[src/rtl/spi_regbank_slave.sv]
module spi_regbank_slave #(
  parameter int          DATA_W = 8,
  parameter logic [7:0]  DEV_ID = 8'h08
) (
  input  logic              clk,
  input  logic              rst_n,
  input  logic              sclk,
  input  logic              sdi,
  input  logic              sel_n,
  output logic              sdo,
  input  logic [DATA_W-1:0] fifo_data,
  input  logic              fifo_empty,
  output logic              fifo_pop,
  output logic              fifo_uflow,
  output logic              reg_wr_stb,
  output logic [DATA_W-2:0] reg_wr_addr,
  output logic [DATA_W-1:0] reg_wr_data
);
  localparam int ADDR_W = DATA_W - 1;
  localparam int NREG   = 1 << ADDR_W;
  localparam int CNT_W  = $clog2(DATA_W);
  localparam logic [ADDR_W-1:0] FIFO_ADDR = {ADDR_W{1'b1}};
  localparam logic [CNT_W-1:0]  LAST_BIT  = CNT_W'(DATA_W - 1);

  logic [2:0] sclk_s, sel_s;
  logic [1:0] sdi_s;

  always_ff @(posedge clk or negedge rst_n)
    if (!rst_n) begin
      sclk_s <= '0;
      sel_s  <= '1;
      sdi_s  <= '0;
    end else begin
      sclk_s <= {sclk_s[1:0], sclk};
      sel_s  <= {sel_s[1:0], sel_n};
      sdi_s  <= {sdi_s[0], sdi};
    end

  wire active   = ~sel_s[1];
  wire rise     = sclk_s[1] & ~sclk_s[2];
  wire fall     = ~sclk_s[1] & sclk_s[2];
  wire sel_fall = ~sel_s[1] & sel_s[2];

  logic [CNT_W-1:0]  cnt;
  logic              in_data, is_read, ld_fifo, ld_empty, uflow;
  logic [ADDR_W-1:0] addr;
  logic [DATA_W-1:0] sh, tx;
  logic [DATA_W-1:0] regs [0:NREG-1];
  logic [DATA_W-1:0] rd_val;

  wire [DATA_W-1:0] next_sh  = {sh[DATA_W-2:0], sdi_s[1]};
  wire              wr_legal = (addr != '0) && (addr != FIFO_ADDR);

  always_comb
    if (addr == '0)             rd_val = DEV_ID;
    else if (addr == FIFO_ADDR) rd_val = fifo_empty ? '0 : fifo_data;
    else                        rd_val = regs[addr];

  always_ff @(posedge clk or negedge rst_n)
    if (!rst_n) begin
      cnt         <= '0;
      in_data     <= 1'b0;
      is_read     <= 1'b0;
      ld_fifo     <= 1'b0;
      ld_empty    <= 1'b0;
      uflow       <= 1'b0;
      addr        <= '0;
      sh          <= '0;
      tx          <= '0;
      fifo_pop    <= 1'b0;
      reg_wr_stb  <= 1'b0;
      reg_wr_addr <= '0;
      reg_wr_data <= '0;
      for (int i = 0; i < NREG; i++) regs[i] <= '0;
    end else begin
      reg_wr_stb <= 1'b0;
      fifo_pop   <= 1'b0;
      if (sel_fall) uflow <= 1'b0;
      if (!active) begin
        cnt      <= '0;
        in_data  <= 1'b0;
        is_read  <= 1'b0;
        ld_fifo  <= 1'b0;
        ld_empty <= 1'b0;
        tx       <= '0;
      end else begin
        if (rise) begin
          sh  <= next_sh;
          cnt <= (cnt == LAST_BIT) ? '0 : cnt + 1'b1;
          if (cnt == LAST_BIT) begin
            if (!in_data) begin
              in_data <= 1'b1;
              is_read <= ~next_sh[DATA_W-1];
              addr    <= next_sh[ADDR_W-1:0];
            end else begin
              if (!is_read && wr_legal) begin
                regs[addr]  <= next_sh;
                reg_wr_stb  <= 1'b1;
                reg_wr_addr <= addr;
                reg_wr_data <= next_sh;
              end
              if (is_read && ld_fifo)  fifo_pop <= 1'b1;
              if (is_read && ld_empty) uflow    <= 1'b1;
              if (addr != FIFO_ADDR)   addr     <= addr + 1'b1;
            end
          end
        end
        if (fall && in_data && is_read) begin
          if (cnt == '0) begin
            tx       <= rd_val;
            ld_fifo  <= (addr == FIFO_ADDR) && !fifo_empty;
            ld_empty <= (addr == FIFO_ADDR) && fifo_empty;
          end else begin
            tx <= {tx[DATA_W-2:0], 1'b0};
          end
        end
      end
    end

  assign sdo        = tx[DATA_W-1];
  assign fifo_uflow = uflow;
endmodule


[config.mk]
export PLATFORM = sky130hd
export DESIGN_NAME = spi_regbank_slave
export DESIGN_NICKNAME = d
export VERILOG_FILES = /design/src/rtl/spi_regbank_slave.sv
export SDC_FILE = /design/constraint.sdc
export NUM_CORES = 2
export LEC_CHECK = 0
export BUFFER_PORTS_ARGS = -buffer_cell sky130_fd_sc_hd__buf_2
export CORE_MARGIN = 3
export CORE_UTILIZATION = 43
export CTS_BUF_LIST = sky130_fd_sc_hd__clkbuf_8
export CTS_CLUSTER_SIZE = 25
export DETAILED_ROUTE_END_ITERATION = 16
export PLACE_DENSITY_LB_ADDON = 0.3
export SYNTH_ARGS = -nofsm -noshare
export SYNTH_HDL_FRONTEND = slang
export SYNTH_SLANG_ARGS = --single-unit
[constraint.sdc]
create_clock -name clk -period 3.3 [get_ports clk]
set_input_delay 0.825 -clock clk [delete_from_list [all_inputs] [get_ports clk]]
set_output_delay 0.825 -clock clk [all_outputs]
set_load 0.05 [all_outputs]
==> results.md <==
- Count of different cell masters after synthesis: 60
- Drt via density: 5.88
- Mapped Cells: approximately 3500
- Share of the synthesized area in the top cell type: 54.1%
- Worst hold slack: 0.0826 ns
- Clock Pin Slew Worst Setup and Hold Paths: roughly 0.06 ns
- Crit path required time: 4.04 ns
- Power share of the combinational group: 5.6%
- Final setup skew: 0.0585 ns
- Crit path DAT: 3.99 ns
- Nets: 3688
- LEAKAGE: roughly 27 nW
- Post-synth ARST share: 100%
- Post-synthesis sequential area ratio: 54.2%
- Share of layout cells above drive strength 1: 47.6%
- CTS Root Cell: clkbuf_8
- Crit. End Element: flip-flop
- Max Transition Viols Final: 0
- Vias: 31210
- First-pass GRT wire length: around 210 mm
- Psw: 0.00757 W
- Area added between synthesis and finish: 13.3%
- Post-CTS setup repair buffer count: 0
- Hold Vio Cnt, Final: 0
- Rows: 124
- Mapped Area: roughly 50000 µm²
- CTS tree: done
- Synth area leader: dfrtp_1
- Routability Congestion: 0.913
- Mapped Nets: roughly 3500
- Initial antenna violation count: 6
- Number of global-route vias before repair: 32107
- Post-Place Worst Slack: -0.128 ns
- Pin count of the biggest net entering global routing: 133
- Min-Delay Path Class: input pin to flip-flop
- Worst slew pin tran: 1.13 ns
- Crit path max fanout: 58
- Finished Core Util: 49.2%
- H-tree depth: 4
- Register share of total power: between 50% and 60%
- Synthesized flop and latch total: roughly 1100
- GRT Overall Usage: 23.1%
- Detailed Route WL: 138 mm
- Count of buffers from port buffering: 32
- Iter 0 DRT Violations: 2413
- Setup TNS: 0 ns
- Number of synthesized flops with an enable pin: 0
- Most common cell in the netlist: dfrtp_1
- Ys flop type: dfrtp_1
- Internal power: 0.0199 W
- Mean post-synth cell area: 14.1 µm²
- Routed Antenna Nets: 0
- First-pass iteration count of the detailed router: 5
- Power Density: 486 nW/µm²
- Max VDD drop: 0.824 mV
- WS Path Type: flip-flop to flip-flop
- Placed instance count: ~5000
- Fin worst setup slack: 0.0472 ns
- Unrepaired setup endpoints after global routing: no
- Clk pwr share: 43.0%
- Outcome: finished clean
- Sink Count: 1079
- Chip Height: around 350 µm
- Core area: between 100000 and 150000 µm²
- Initial Utilization: ~43%
- # DRC: 0
- Clock buffer depth: 3
- Drt wl/cell: between 20 and 30 µm
- Synth area leaders: dfrtp_1 (54%), mux2_2 (24%), mux4_2 (5.9%), mux2i_1 (4.7%), clkbuf_1 (1.3%)
- MaxCap Viol Count: 0
- # IOs: 33
- Die width: 346 µm
- # setup viols final: 0
- Tmin final: 3.25 ns
- Yosys warns: 0
- Worst skew pair latency: 0.87 ns
- Total grt overflow: 0
- Rel. slew slack: between 20% and 30%
- Sw Ratio: 27.6%
- CTS Buf Count: 182
- Estimated wirelength of the detail-placed design: between 80 and 90 mm
- Crit start category: flip-flop
- F_max: 307 MHz
- Final worst-path cycle share: 98.6%
- Die area: 120000 µm²
- Commonest cells in the netlist: dfrtp_1 (1076), mux2_2 (1052), mux2i_1 (234)
- Fin cells: around 5300
==> layout by cell type, fill, tap and decap left out, types with 6 or more instances in the layout <==
cell type,instances
a211oi_1,6
a21oi_1,50
a221oi_1,46
a22oi_1,71
a31oi_1,26
buf_12,36
buf_2,31
buf_4,156
clkbuf_8,224
clkinv_2,6
dfrtp_1,1065
dfrtp_4,11
inv_1,74
mux2_1,19
mux2_2,1052
mux2i_1,234
mux4_2,130
nand2_1,71
nand2_2,82
nand2b_1,18
nand3_1,59
nor2_1,75
nor2_2,27
nor2b_1,9
nor3_1,16
nor3_2,11
o21ai_0,54
o221ai_1,6
o22ai_1,32
o2bb2ai_1,8
o31ai_1,6
or2_2,6
==> registers in the layout (all words and copies together), names as in the netlist, 2 cells and up <==
signal / flops
cnt: 3
reg_wr_data: 8
reg_wr_addr: 7
tx: 8
sh: 7
sdi_s: 2
sel_s: 3
regs: 1024
sclk_s: 3
addr: 7
==> per-layer routing <==
metal	up-vias	share of wire, %	track usage [%]
li1	13367	-	-
met1	16615	45	32.7
met2	960	45	35.0
met3	260	6.6	5.19
met4	8	3.2	8.33
met5	-	0.038	0
==> metrics by stage <==
step | power (W) | instance area [µm²]
4_1_cts | 0.0278 | 56400
6_report | 0.0274 | 56400
3_5_place_dp | 0.0159 | 52800
3_3_place_gp | 0.0159 | 52800
2_1_floorplan | 0.0146 | 49800
5_1_grt | 0.0285 | 56400
==> layout make-up <==
| type | instances | area (µm²) |
|---|---|---|
| diodes | 4 | 10.0 |
| clock buffers | 224 | 3080 |
| clock inverters | 86 | 503 |
| fillers | 9946 | 58200 |
| inverters | 13 | 48.8 |
| multi-input cells | 2166 | 21800 |
| flip-flops and latches | 1079 | 27000 |
| well taps | 1512 | 1890 |
| repair buffers | 227 | 2090 |
==> cells by family after synthesis <==
family | count (synthesis) | share of synthesized area (%)
flip-flops | 1079 | 54.2
buffers and inverters | 277 | 2.28
AO/OA/AOI/OAI | 325 | 4.43
AND/OR/NAND/NOR | 401 | 4.16
adder cells (fa/ha/maj) | 5 | 0.126
multiplexers | 1435 | 34.8
==> power groups by stage <==
stage	Clock [W]	Combinational, W	Sequential [W]
floorplan	0	0.00109	0.0136
global placement	0	0.00156	0.0143
detailed placement	0	0.00157	0.0143
CTS	0.0121	0.00157	0.0141
global route	0.0127	0.00169	0.0141
finish	0.0118	0.00154	0.0141
==> worst max-delay path: stages (launching register included) <==
cell and delay, ns:
dfrtp_4 0.46, buf_12 0.33, buf_12 0.41, mux4_2 0.57, o21ai_0 0.46, nand3_1 0.15, nor2_1 0.36, nor3_1 0.17
o2bb2ai_1 0.17
==> final timing paths <==
path                                          start                     to  slack (ns)  cells after the start
worst max-delay path            addr[0]$_DFFE_PN0P_      tx[6]$_DFFE_PN0P_        0.05                      8
worst min-delay path                           sclk    sclk_s[0]$_DFF_PN0_        0.08                      1
worst max register to register  addr[0]$_DFFE_PN0P_      tx[6]$_DFFE_PN0P_        0.05                      8
worst min register to register   sdi_s[0]$_DFF_PN0_     sdi_s[1]$_DFF_PN0_        0.36                      0
max in group asynchronous                     rst_n     sdi_s[1]$_DFF_PN0_        1.66                      3
min in group asynchronous                     rst_n  regs[959]$_DFFE_PN0P_        0.56                      2
==> repair_timing <==
action	in CTS	in global routing
endpoints found under the hold margin	44	0
gates resized for setup	4	4
gates cloned	0	0
setup endpoints to repair	3	34
hold buffers	2	0
pin swaps	0	0
Note: power is estimated with default switching activity, not from simulation.
